$ cat src/rtl/aifb_pkg.sv
package aifb_pkg;
   localparam int DW   = 8;
   localparam int NPKT = 4;

   // index order is also the send priority: lower index leaves first
   typedef enum logic [1:0] {
      PK_GCP = 2'd0,
      PK_VID = 2'd1,
      PK_AUD = 2'd2,
      PK_GEN = 2'd3
   } pkt_e;

   localparam int A_CTLA = 0;
   localparam int A_CTLB = 1;
   localparam int A_TYPE = 2;
   localparam int A_VER  = 3;
   localparam int A_LEN  = 4;
   localparam int A_PAY0 = 5;

   localparam logic [DW-1:0] TOK_GCP = 8'h03;
   localparam logic [DW-1:0] TOK_VID = 8'h82;
   localparam logic [DW-1:0] TOK_GEN = 8'h81;

   localparam logic [DW-1:0] HDR_TYPE_RST = 8'h84;
   localparam logic [DW-1:0] HDR_VER_RST  = 8'h01;
   localparam logic [DW-1:0] HDR_LEN_RST  = 8'h0A;
endpackage

$ cat src/rtl/aifb_regs.sv
module aifb_regs
   import aifb_pkg::*;
#(
   parameter int ADDR_W     = 4,
   parameter int HOST_BYTES = 5
) (
   input  logic                           clk,
   input  logic                           rst_n,
   input  logic                           wr_en,
   input  logic [ADDR_W-1:0]              wr_addr,
   input  logic [DW-1:0]                  wr_data,
   input  logic                           take,
   output logic [NPKT-1:0]                en_o,
   output logic [NPKT-1:0]                rpt_o,
   output logic [2:0][DW-1:0]             hdr_o,
   output logic [HOST_BYTES-1:0][DW-1:0]  pay_o
);
   logic [NPKT-1:0]               en_q, rpt_q;
   logic [2:0][DW-1:0]            hdr_q;
   logic [HOST_BYTES-1:0][DW-1:0] pay_q;
   logic                          wr_ctla;

   assign wr_ctla = wr_en && (int'(wr_addr) == A_CTLA);

   always_ff @(posedge clk or negedge rst_n) begin
      if (!rst_n) begin
         en_q  <= '0;
         rpt_q <= '0;
         hdr_q <= {HDR_LEN_RST, HDR_VER_RST, HDR_TYPE_RST};
         pay_q <= '0;
      end else begin
         // one-shot packets disarm on the strobe that schedules them
         if (take) begin
            for (int k = 0; k < NPKT; k++)
               if (en_q[k] && !rpt_q[k]) en_q[k] <= 1'b0;
         end
         // a host write in the same cycle overrides the disarm
         if (wr_en) begin
            if (int'(wr_addr) == A_CTLA) begin
               en_q[PK_AUD]  <= wr_data[5];
               rpt_q[PK_AUD] <= wr_data[4];
               en_q[PK_VID]  <= wr_data[1];
               rpt_q[PK_VID] <= wr_data[0];
            end
            if (int'(wr_addr) == A_CTLB) begin
               en_q[PK_GCP]  <= wr_data[3];
               rpt_q[PK_GCP] <= wr_data[2];
               en_q[PK_GEN]  <= wr_data[1];
               rpt_q[PK_GEN] <= wr_data[0];
            end
            if (int'(wr_addr) == A_TYPE) hdr_q[0] <= wr_data;
            if (int'(wr_addr) == A_VER)  hdr_q[1] <= wr_data;
            if (int'(wr_addr) == A_LEN)  hdr_q[2] <= wr_data;
            for (int i = 0; i < HOST_BYTES; i++)
               if (int'(wr_addr) == A_PAY0 + i) pay_q[i] <= wr_data;
         end
      end
   end

   assign en_o  = en_q;
   assign rpt_o = rpt_q;
   assign hdr_o = hdr_q;
   assign pay_o = pay_q;


   oneshot_clear_chk: assert property (@(posedge clk) disable iff (!rst_n)
      take && en_q[PK_AUD] && !rpt_q[PK_AUD] && !wr_ctla |=> !en_q[PK_AUD]);


   repeat_keep_chk: assert property (@(posedge clk) disable iff (!rst_n)
      take && en_q[PK_AUD] && rpt_q[PK_AUD] && !wr_ctla |=> en_q[PK_AUD]);
endmodule

$ cat src/rtl/aifb_sched.sv
module aifb_sched
   import aifb_pkg::*;
(
   input  logic            clk,
   input  logic            rst_n,
   input  logic            frame_strobe,
   input  logic [NPKT-1:0] en,
   input  logic            done,
   output logic            take,
   output logic            busy,
   output pkt_e            cur
);
   logic [NPKT-1:0] pend_q;

   assign busy = |pend_q;
   assign take = frame_strobe && !busy;

   always_comb begin
      cur = PK_GEN;
      for (int k = NPKT-1; k >= 0; k--)
         if (pend_q[k]) cur = pkt_e'(k);
   end

   always_ff @(posedge clk or negedge rst_n) begin
      if (!rst_n)    pend_q <= '0;
      else if (take) pend_q <= en;
      else if (done) pend_q[cur] <= 1'b0;
   end


   no_new_pending_chk: assert property (@(posedge clk) disable iff (!rst_n)
      !take |=> ((pend_q & ~$past(pend_q)) == '0));


   done_clears_one_chk: assert property (@(posedge clk) disable iff (!rst_n)
      done |=> ($countones(pend_q) == $countones($past(pend_q)) - 1));
endmodule

$ cat src/rtl/aifb_stream.sv
module aifb_stream
   import aifb_pkg::*;
#(
   parameter int HOST_BYTES  = 5,
   parameter int PAYLOAD_LEN = 10
) (
   input  logic                           clk,
   input  logic                           rst_n,
   input  logic                           take,
   input  logic                           busy,
   input  pkt_e                           cur,
   input  logic [2:0][DW-1:0]             hdr,
   input  logic [HOST_BYTES-1:0][DW-1:0]  pay,
   input  logic                           out_ready,
   output logic                           out_valid,
   output logic [DW-1:0]                  out_data,
   output logic                           out_last,
   output logic                           done
);
   localparam int AUD_LEN = 4 + PAYLOAD_LEN;
   localparam int IW      = $clog2(AUD_LEN);

   logic [2:0][DW-1:0]             hdr_s;
   logic [HOST_BYTES-1:0][DW-1:0]  pay_s;
   logic [PAYLOAD_LEN-1:0][DW-1:0] body;
   logic [IW-1:0]                  idx, bidx;
   logic [DW-1:0]                  acc, chk;
   logic                           is_aud, end_beat;

   // host bytes fill the front of the payload, the tail is fixed zero
   for (genvar i = 0; i < PAYLOAD_LEN; i++) begin : g_body
      if (i < HOST_BYTES) begin : g_host
         assign body[i] = pay_s[i];
      end else begin : g_zero
         assign body[i] = '0;
      end
   end

   always_ff @(posedge clk or negedge rst_n) begin
      if (!rst_n) begin
         hdr_s <= '0;
         pay_s <= '0;
      end else if (take) begin
         hdr_s <= hdr;
         pay_s <= pay;
      end
   end

   always_comb begin
      acc = hdr_s[0] + hdr_s[1] + hdr_s[2];
      for (int i = 0; i < PAYLOAD_LEN; i++) acc = acc + body[i];
      chk = 8'h00 - acc;
   end

   assign is_aud   = (cur == PK_AUD);
   assign bidx     = idx - IW'(4);
   assign end_beat = is_aud ? (idx == IW'(AUD_LEN-1)) : 1'b1;

   always_comb begin
      out_data = '0;
      if (busy) begin
         case (cur)
            PK_GCP: out_data = TOK_GCP;
            PK_VID: out_data = TOK_VID;
            PK_GEN: out_data = TOK_GEN;
            default: begin
               if (idx < IW'(3))       out_data = hdr_s[idx[1:0]];
               else if (idx == IW'(3)) out_data = chk;
               else                    out_data = body[bidx];
            end
         endcase
      end
   end

   assign out_valid = busy;
   assign out_last  = busy && end_beat;
   assign done      = busy && out_ready && end_beat;

   always_ff @(posedge clk or negedge rst_n) begin
      if (!rst_n)                      idx <= '0;
      else if (done)                   idx <= '0;
      else if (out_valid && out_ready) idx <= idx + IW'(1);
   end


   stall_hold_chk: assert property (@(posedge clk) disable iff (!rst_n)
      out_valid && !out_ready |=> out_valid && $stable(out_data) && $stable(out_last));
endmodule

$ cat src/rtl/audio_ifr_pktbuf.sv
module audio_ifr_pktbuf
   import aifb_pkg::*;
#(
   parameter int ADDR_W      = 4,
   parameter int HOST_BYTES  = 5,
   parameter int PAYLOAD_LEN = 10
) (
   input  logic              clk,
   input  logic              rst_n,
   input  logic              wr_en,
   input  logic [ADDR_W-1:0] wr_addr,
   input  logic [7:0]        wr_data,
   input  logic              frame_strobe,
   output logic              out_valid,
   input  logic              out_ready,
   output logic [7:0]        out_data,
   output logic              out_last
);
   if (HOST_BYTES < 1 || HOST_BYTES > PAYLOAD_LEN) begin : g_bad_bytes
      $error("HOST_BYTES must lie in 1..PAYLOAD_LEN");
   end
   if (A_PAY0 + HOST_BYTES > (1 << ADDR_W)) begin : g_bad_addr
      $error("ADDR_W too narrow for the payload registers");
   end

   logic [NPKT-1:0]               en, rpt;
   logic [2:0][DW-1:0]            hdr;
   logic [HOST_BYTES-1:0][DW-1:0] pay;
   logic                          take, busy, done;
   pkt_e                          cur;

   aifb_regs #(.ADDR_W(ADDR_W), .HOST_BYTES(HOST_BYTES)) u_regs (
      .clk(clk), .rst_n(rst_n), .wr_en(wr_en), .wr_addr(wr_addr),
      .wr_data(wr_data), .take(take), .en_o(en), .rpt_o(rpt),
      .hdr_o(hdr), .pay_o(pay)
   );

   aifb_sched u_sched (
      .clk(clk), .rst_n(rst_n), .frame_strobe(frame_strobe), .en(en),
      .done(done), .take(take), .busy(busy), .cur(cur)
   );

   aifb_stream #(.HOST_BYTES(HOST_BYTES), .PAYLOAD_LEN(PAYLOAD_LEN)) u_stream (
      .clk(clk), .rst_n(rst_n), .take(take), .busy(busy), .cur(cur),
      .hdr(hdr), .pay(pay), .out_ready(out_ready), .out_valid(out_valid),
      .out_data(out_data), .out_last(out_last), .done(done)
   );

   logic unused_rpt;
   assign unused_rpt = ^rpt;
endmodule

$ cat config.mk
export PLATFORM = sky130hd
export DESIGN_NAME = audio_ifr_pktbuf
export DESIGN_NICKNAME = d
export VERILOG_FILES = /design/src/rtl/aifb_pkg.sv /design/src/rtl/aifb_regs.sv /design/src/rtl/aifb_sched.sv /design/src/rtl/aifb_stream.sv /design/src/rtl/audio_ifr_pktbuf.sv
export SDC_FILE = /design/constraint.sdc
export NUM_CORES = 1
export LEC_CHECK = 0
export ABC_AREA = 1
export BUFFER_PORTS_ARGS = -buffer_cell sky130_fd_sc_hd__buf_2
export CAP_MARGIN = 20
export CORE_MARGIN = 2
export CORE_UTILIZATION = 55
export CTS_BUF_LIST = sky130_fd_sc_hd__clkbuf_16
export CTS_CLUSTER_DIAMETER = 50
export CTS_CLUSTER_SIZE = 24
export DETAILED_ROUTE_END_ITERATION = 7
export MAX_ROUTING_LAYER = met4
export PLACE_DENSITY = 0.74
export SLEW_MARGIN = 25
export SYNTH_ARGS = -nofsm -noshare
export SYNTH_HDL_FRONTEND = slang
export SYNTH_SLANG_ARGS = --single-unit
$ cat constraint.sdc
create_clock -name clk -period 12.25 [get_ports clk]
set_clock_uncertainty 0.15 [all_clocks]
set_input_delay 2.45 -clock clk [delete_from_list [all_inputs] [get_ports clk]]
set_output_delay 2.45 -clock clk [all_outputs]
set_load 0.01 [all_outputs]
==> results of run 1 <==
[placed cells by master, fill, tap and decap left out]
cell          n
nor3_4        1
a21oi_1      49
o221ai_1      7
ha_1         25
buf_2        25
fa_1         38
xnor2_1       3
nor2_4        1
dfrtp_1     139
clkinvlp_4    4
inv_6         3
nand3_1      18
a22o_1        3
o21ai_1       3
nand4_1       4
or2_1         1
clkinv_2      2
nor3_1        4
a211oi_1      1
nor2_1       44
nor2_2        2
buf_4         4
clkbuf_16    17
nand2_1     201
buf_6         2
o21ai_0     126
or2_2         1
o22ai_1       1
inv_2         4
a221oi_1      5
o31ai_1       1
xor2_1        1
dfstp_2       5
nand2_2       1
clkinv_1      1
o211ai_1     14
inv_1       153
bufinv_16     4
[layout make-up]
| class | instances | area (um^2) |
|---|---|---|
| clock buffer | 17 | 425 |
| sequential | 144 | 3610 |
| clock inverter | 14 | 190 |
| fill | 1167 | 5240 |
| multi-input combinational | 555 | 3370 |
| timing repair buffer | 31 | 178 |
| tap | 180 | 225 |
| inverter | 157 | 589 |
[logic make-up after synthesis]
logic type / count (synthesis) / synth area share (%)
compound gates: 210 / 14.8
xor+xnor: 4 / 0.452
buf+inv: 186 / 9.92
fa+ha+maj: 63 / 13.9
flops: 144 / 46.6
simple gates: 278 / 14.3
[state kept, by name, indices dropped and copies added (netlist names)]
signal / flops
u_regs.pay_o: 40
u_regs.en_o: 4
u_sched.pend_q: 4
u_regs.rpt_o: 4
u_stream.hdr_s: 24
u_regs.hdr_o: 24
u_stream.body: 40
u_stream.idx: 4
[Yosys cell counts, drive strengths merged (7+ instances only)]
cell,count
a21oi,49
buf,20
clkbuf,9
dfrtp,139
fa,38
ha,25
inv,156
nand2,202
nand3,18
nor2,47
o211ai,14
o21ai,129
o221ai,7
[metal layers]
layer	share of wire [%]	vias up	track usage [%]	wire [um]
li1	-	2852	-	-
met1	46	2826	40.4	8660
met2	44	212	39.7	8250
met3	7.7	32	7.16	1450
met4	2.3	0	9.27	425
met5	0	-	-	0
[stage by stage]
step / util, % / instances / cell area [um^2]
2_1_floorplan: - / 885 / 7750
3_3_place_gp: 57.6 / 1067 / 7970
3_5_place_dp: 57.6 / 1067 / 7970
4_1_cts: 62.1 / 1098 / 8580
5_1_grt: 62.1 / 1098 / 8590
6_report: 62.1 / 1098 / 8590
[how the worst max path moves through the flow]
stage | from | endpoint | slack [ns]
finish | u_stream.body[3]$_DFFE_PN0P_ | out_data[7] | 4.96
global route | u_stream.body[3]$_DFFE_PN0P_ | out_data[7] | 4.66
CTS | u_stream.body[3]$_DFFE_PN0P_ | out_data[7] | 4.96
detailed placement | u_stream.body[3]$_DFFE_PN0P_ | out_data[7] | 5.43
global placement | u_stream.body[3]$_DFFE_PN0P_ | out_data[7] | 5.49
floorplan | u_stream.body[3]$_DFFE_PN0P_ | out_data[7] | 5.70
[critical path: cells and delay by family, from the launching register on]
kind	cells	cell delay (ns)
flops	1	0.43
buf+inv	6	0.40
fa+ha+maj	5	2.42
compound gates	2	0.29
simple gates	8	0.70
==> impl_metrics.yaml, run 1 <==
worst_hold_path:
  worstHoldStart: "u_regs.pay_o[14]$_DFFE_PN0P_"
  worstHoldEndpoint: "u_stream.body[14]$_DFFE_PN0P_"
  holdPathStages: 2
  min_path_type: "flop to flop"
clocking:
  cts_max_level: 4
  clk_path_buf_depth: 2
  clk_latency_ns: 0.42
  cts_root_buffer: "clkbuf_16"
  numCtsBuffers: 17
  path_clk_slew_ns: 0.06
  tritoncts: "built"
  clkSinkCount: 144
  ctsHoldBuffers: 0
  ctsResizeCount: 0
  post_cts_buffers: 0
placed_design:
  dp_hpwl_um: 13000
  io_buffers: 26
  routabilityCongestion: 0.900
  pre_cts_ws_ns: 5.43
run_status:
  run_status: "complete, no violations"
setup_path:
  reg2reg_from: "u_sched.pend_q[0]$_DFFE_PN0P_"
  cp-start-kind: "flop"
  required_ns: 9.65
  r2r-end: "u_stream.body[10]$_DFFE_PN0P_"
  slowest_stage: "fa_1"
  cp_max_fo: 3
  critical_path.endpoint_type: "output pin"
  path_cells: "fa_1 > inv_1 > fa_1 > fa_1 > inv_1 > fa_1 > inv_1 > ha_1 > nand3_1 > nand3_1 > nand2_1 > inv_1 > or2_1 > a21oi_1 > inv_1 > nand2_1 > nand3_1 > nand2_1 > nand2_1 > a21oi_1 > buf_2"
  cp_common_cell: "inv_1"
  critPathMaxStageDelay_ns: 0.59
  crit_arrival_ns: 4.69
  critical_path_class: "flop to output pin"
  r2r_cells: 8
  r2r_slack_ns: 9.05
sta:
  tns_ns: 0
  worst_pin_slew_ns: 0.962
  setup_viol: 0
  worst_slack_ns: 4.96
  report.final.hold_viol_count: 0
  drv_slew: 0
  fmax_mhz: 137
  period_share_pct: 59.5
  holdWs_ns: 0.322
  fin_crit_ns: 7.29
  max_slew_margin_pct: 35.7
  grt_setup_unrepaired: "no"
layout:
  drive_above_1_share_pct: 8.28
  finish.net_count: 986
  antenna_cells: 0
  area.growth.synth_to_final_pct: 10.9
synth:
  synthesis.nets: 965
  ys_ff_latch: 144
  async_flop_share_pct: 100
  synth_seq_area_share_pct: 46.6
  syn_area_um2: 7750
  yosys.cell_types.count: 34
  synthTopCellsByArea: "dfrtp_1 45%, fa_1 9.8%, nand2_1 9.7%, o21ai_0 8.1%, inv_1 7.4%"
  synth-main-ff-cell: "dfrtp_1"
  ys_warn_count: 0
  postSynthCellCount: 885
  netlist.area_leader.share_pct: 44.9
  synth-edff-count: 0
  avgSynthCellArea_um2: 8.75
  yosys.area.top_type: "dfrtp_1"
routing:
  drtIter0Drc: 579
  postRouteAntennaNets: 0
  first_pass_iters: 5
  drt_drc_violations_left: 0
  viasPerCell: 5.39
  vias: 5922
  wl_per_cell_um: 17.1
  totalWireLength_um: 18800
floorplan:
  dieArea_um2: 15000
  ios: 27
  fp-row-count: 43
  die_width_um: 123
  die_h_um: 123
  fp.coreArea_um2: 13800
  initial_core_util_pct: 56.0
grt:
  grt_pass1_vias: 5715
  grt_pass1_wl_um: 30500
  grt_usage_pct: 28.3
  antenna_found_initial: 0
  grt.overflow.total: 0
  grt_max_degree: 102
run:
  maxCapViolCount: 0
Power of run 1 is left out: the tool's default activity adds up to more than one toggle a clock period on the data nets, which glitch-free logic cannot reach.
==> run 2: changes to the inputs <==
Clock period 12.25 ns to 7.6 ns, I/O delays scaled along.
==> impl_metrics.yaml, run 2 (synthesized netlist as in run 1, its figures left out) <==
grt:
  grt_max_degree: 102
  grt_pass1_vias: 5730
  busiest_layer: "met1"
  grt_usage_pct: 28.1
  grt.overflow.total: 0
  antenna_found_initial: 0
  grt_pass1_wl_um: 30300
  grtUsageMet2_pct: 39.2
  met1_usage_pct: 40.3
  use_met3_pct: 6.13
clocking:
  cts_max_level: 4
  numCtsBuffers: 17
  clkSinkCount: 144
  post_cts_buffers: 0
  cts_root_buffer: "clkbuf_16"
  tritoncts: "built"
  ctsHoldBuffers: 0
  path_clk_slew_ns: 0.07
  clk_latency_ns: 0.43
  clk_path_buf_depth: 2
  ctsResizeCount: 0
routing:
  postRouteAntennaNets: 0
  vias: 5991
  viasPerCell: 5.45
  drt_drc_violations_left: 0
  first_pass_iters: 5
  wl_per_cell_um: 17.1
  totalWireLength_um: 18800
  drtIter0Drc: 582
worst_hold_path:
  min_path_type: "flop to flop"
  worstHoldStart: "u_regs.pay_o[14]$_DFFE_PN0P_"
sta:
  max_slew_margin_pct: 37.6
  worst_pin_slew_ns: 0.935
  drv_slew: 0
  fmax_mhz: 158
  setup_viol: 0
  fin_crit_ns: 6.35
  report.final.hold_viol_count: 0
  period_share_pct: 83.5
  tns_ns: 0
  grt_setup_unrepaired: "no"
layout:
  final_cell_area_um2: 8560
  drive_above_1_share_pct: 8.27
  finish.net_count: 986
  final_cell_mix: "201 x nand2_1, 153 x inv_1, 139 x dfrtp_1"
  final_common_cell: "nand2_1"
  area.growth.synth_to_final_pct: 10.5
  antenna_cells: 0
floorplan:
  die_width_um: 123
  fp.coreArea_um2: 13800
  initial_core_util_pct: 56.0
  ios: 27
  dieArea_um2: 15000
  fp-row-count: 43
  die_h_um: 123
placed_design:
  dp_hpwl_um: 13100
  io_buffers: 26
  dpl-instance-area_um2: 7970
  routabilityCongestion: 0.901
setup_path:
  crit_arrival_ns: 4.68
  required_ns: 5.93
  cp-startpoint: "u_stream.hdr_s[3]$_DFFE_PN0P_"
  reg2reg_from: "u_sched.pend_q[0]$_DFFE_PN0P_"
  critical_path.endpoint_type: "output pin"
  cp-start-kind: "flop"
  cp_max_fo: 3
  critical_path_class: "flop to output pin"
run_status:
  run_status: "complete, no violations"
run:
  maxCapViolCount: 0
run 2: changes by cell type in the layout (fill, tap and decap cells not counted):
cell,change
bufinv_16,-2
inv_6,+2
clkinv_4,+2
clkinv_1,+1
clkinv_2,-2
run 2: metrics by stage:
stage	instances	setup WS (ns)	util, %	hold slack [ns]
finish	1099	1.25	61.9	0.314
global route	1099	0.958	61.9	0.354
CTS	1099	1.24	61.8	0.318
detailed placement	1067	1.73	57.6	0.302
global placement	1067	1.77	57.6	0.301
floorplan	885	1.98	-	0.292
run 2: critical path, stage by stage, from the launching register on:
cell and delay, ns:
dfrtp_1 0.33, inv_1 0.07, fa_1 0.54, inv_1 0.05
fa_1 0.49, inv_1 0.05, fa_1 0.47, inv_1 0.05
fa_1 0.60, inv_1 0.06, ha_1 0.28, nand3_1 0.08
nand3_1 0.09, nand2_1 0.07, inv_1 0.04, or2_1 0.21
a21oi_1 0.17, inv_1 0.07, nand2_1 0.06, nand3_1 0.06
nand2_1 0.07, nand2_1 0.06, a21oi_1 0.12, buf_2 0.14
run 2: cell type report:
class                   count  area (um^2)
clock buffers              17          425
clock inverters            15          159
fillers                  1164         5270
inverters                 157          589
multi-input cells         555         3370
flip-flops and latches    144         3610
well taps                 180          225
repair buffers             31          178
run 2: per-layer routing:
metal / wire (um) / up-vias
met5: 0 / -
met4: 478 / 0
met3: 1150 / 39
met2: 8160 / 193
met1: 8990 / 2907
li1: - / 2852
run 2: final timing paths:
check | end | slack [ns] | cells after the start
max reg2reg | u_stream.hdr_s[18]$_DFFE_PN0P_ | 4.47 | 8
max | out_data[7] | 1.25 | 23
max in group asynchronous | u_stream.hdr_s[22]$_DFFE_PN0P_ | 5.26 | 2
min reg2reg | u_stream.body[14]$_DFFE_PN0P_ | 0.31 | 2
min | u_stream.body[14]$_DFFE_PN0P_ | 0.31 | 2
min in group asynchronous | u_regs.pay_o[10]$_DFFE_PN0P_ | 0.91 | 1
Power of run 2 is left out for the same reason.
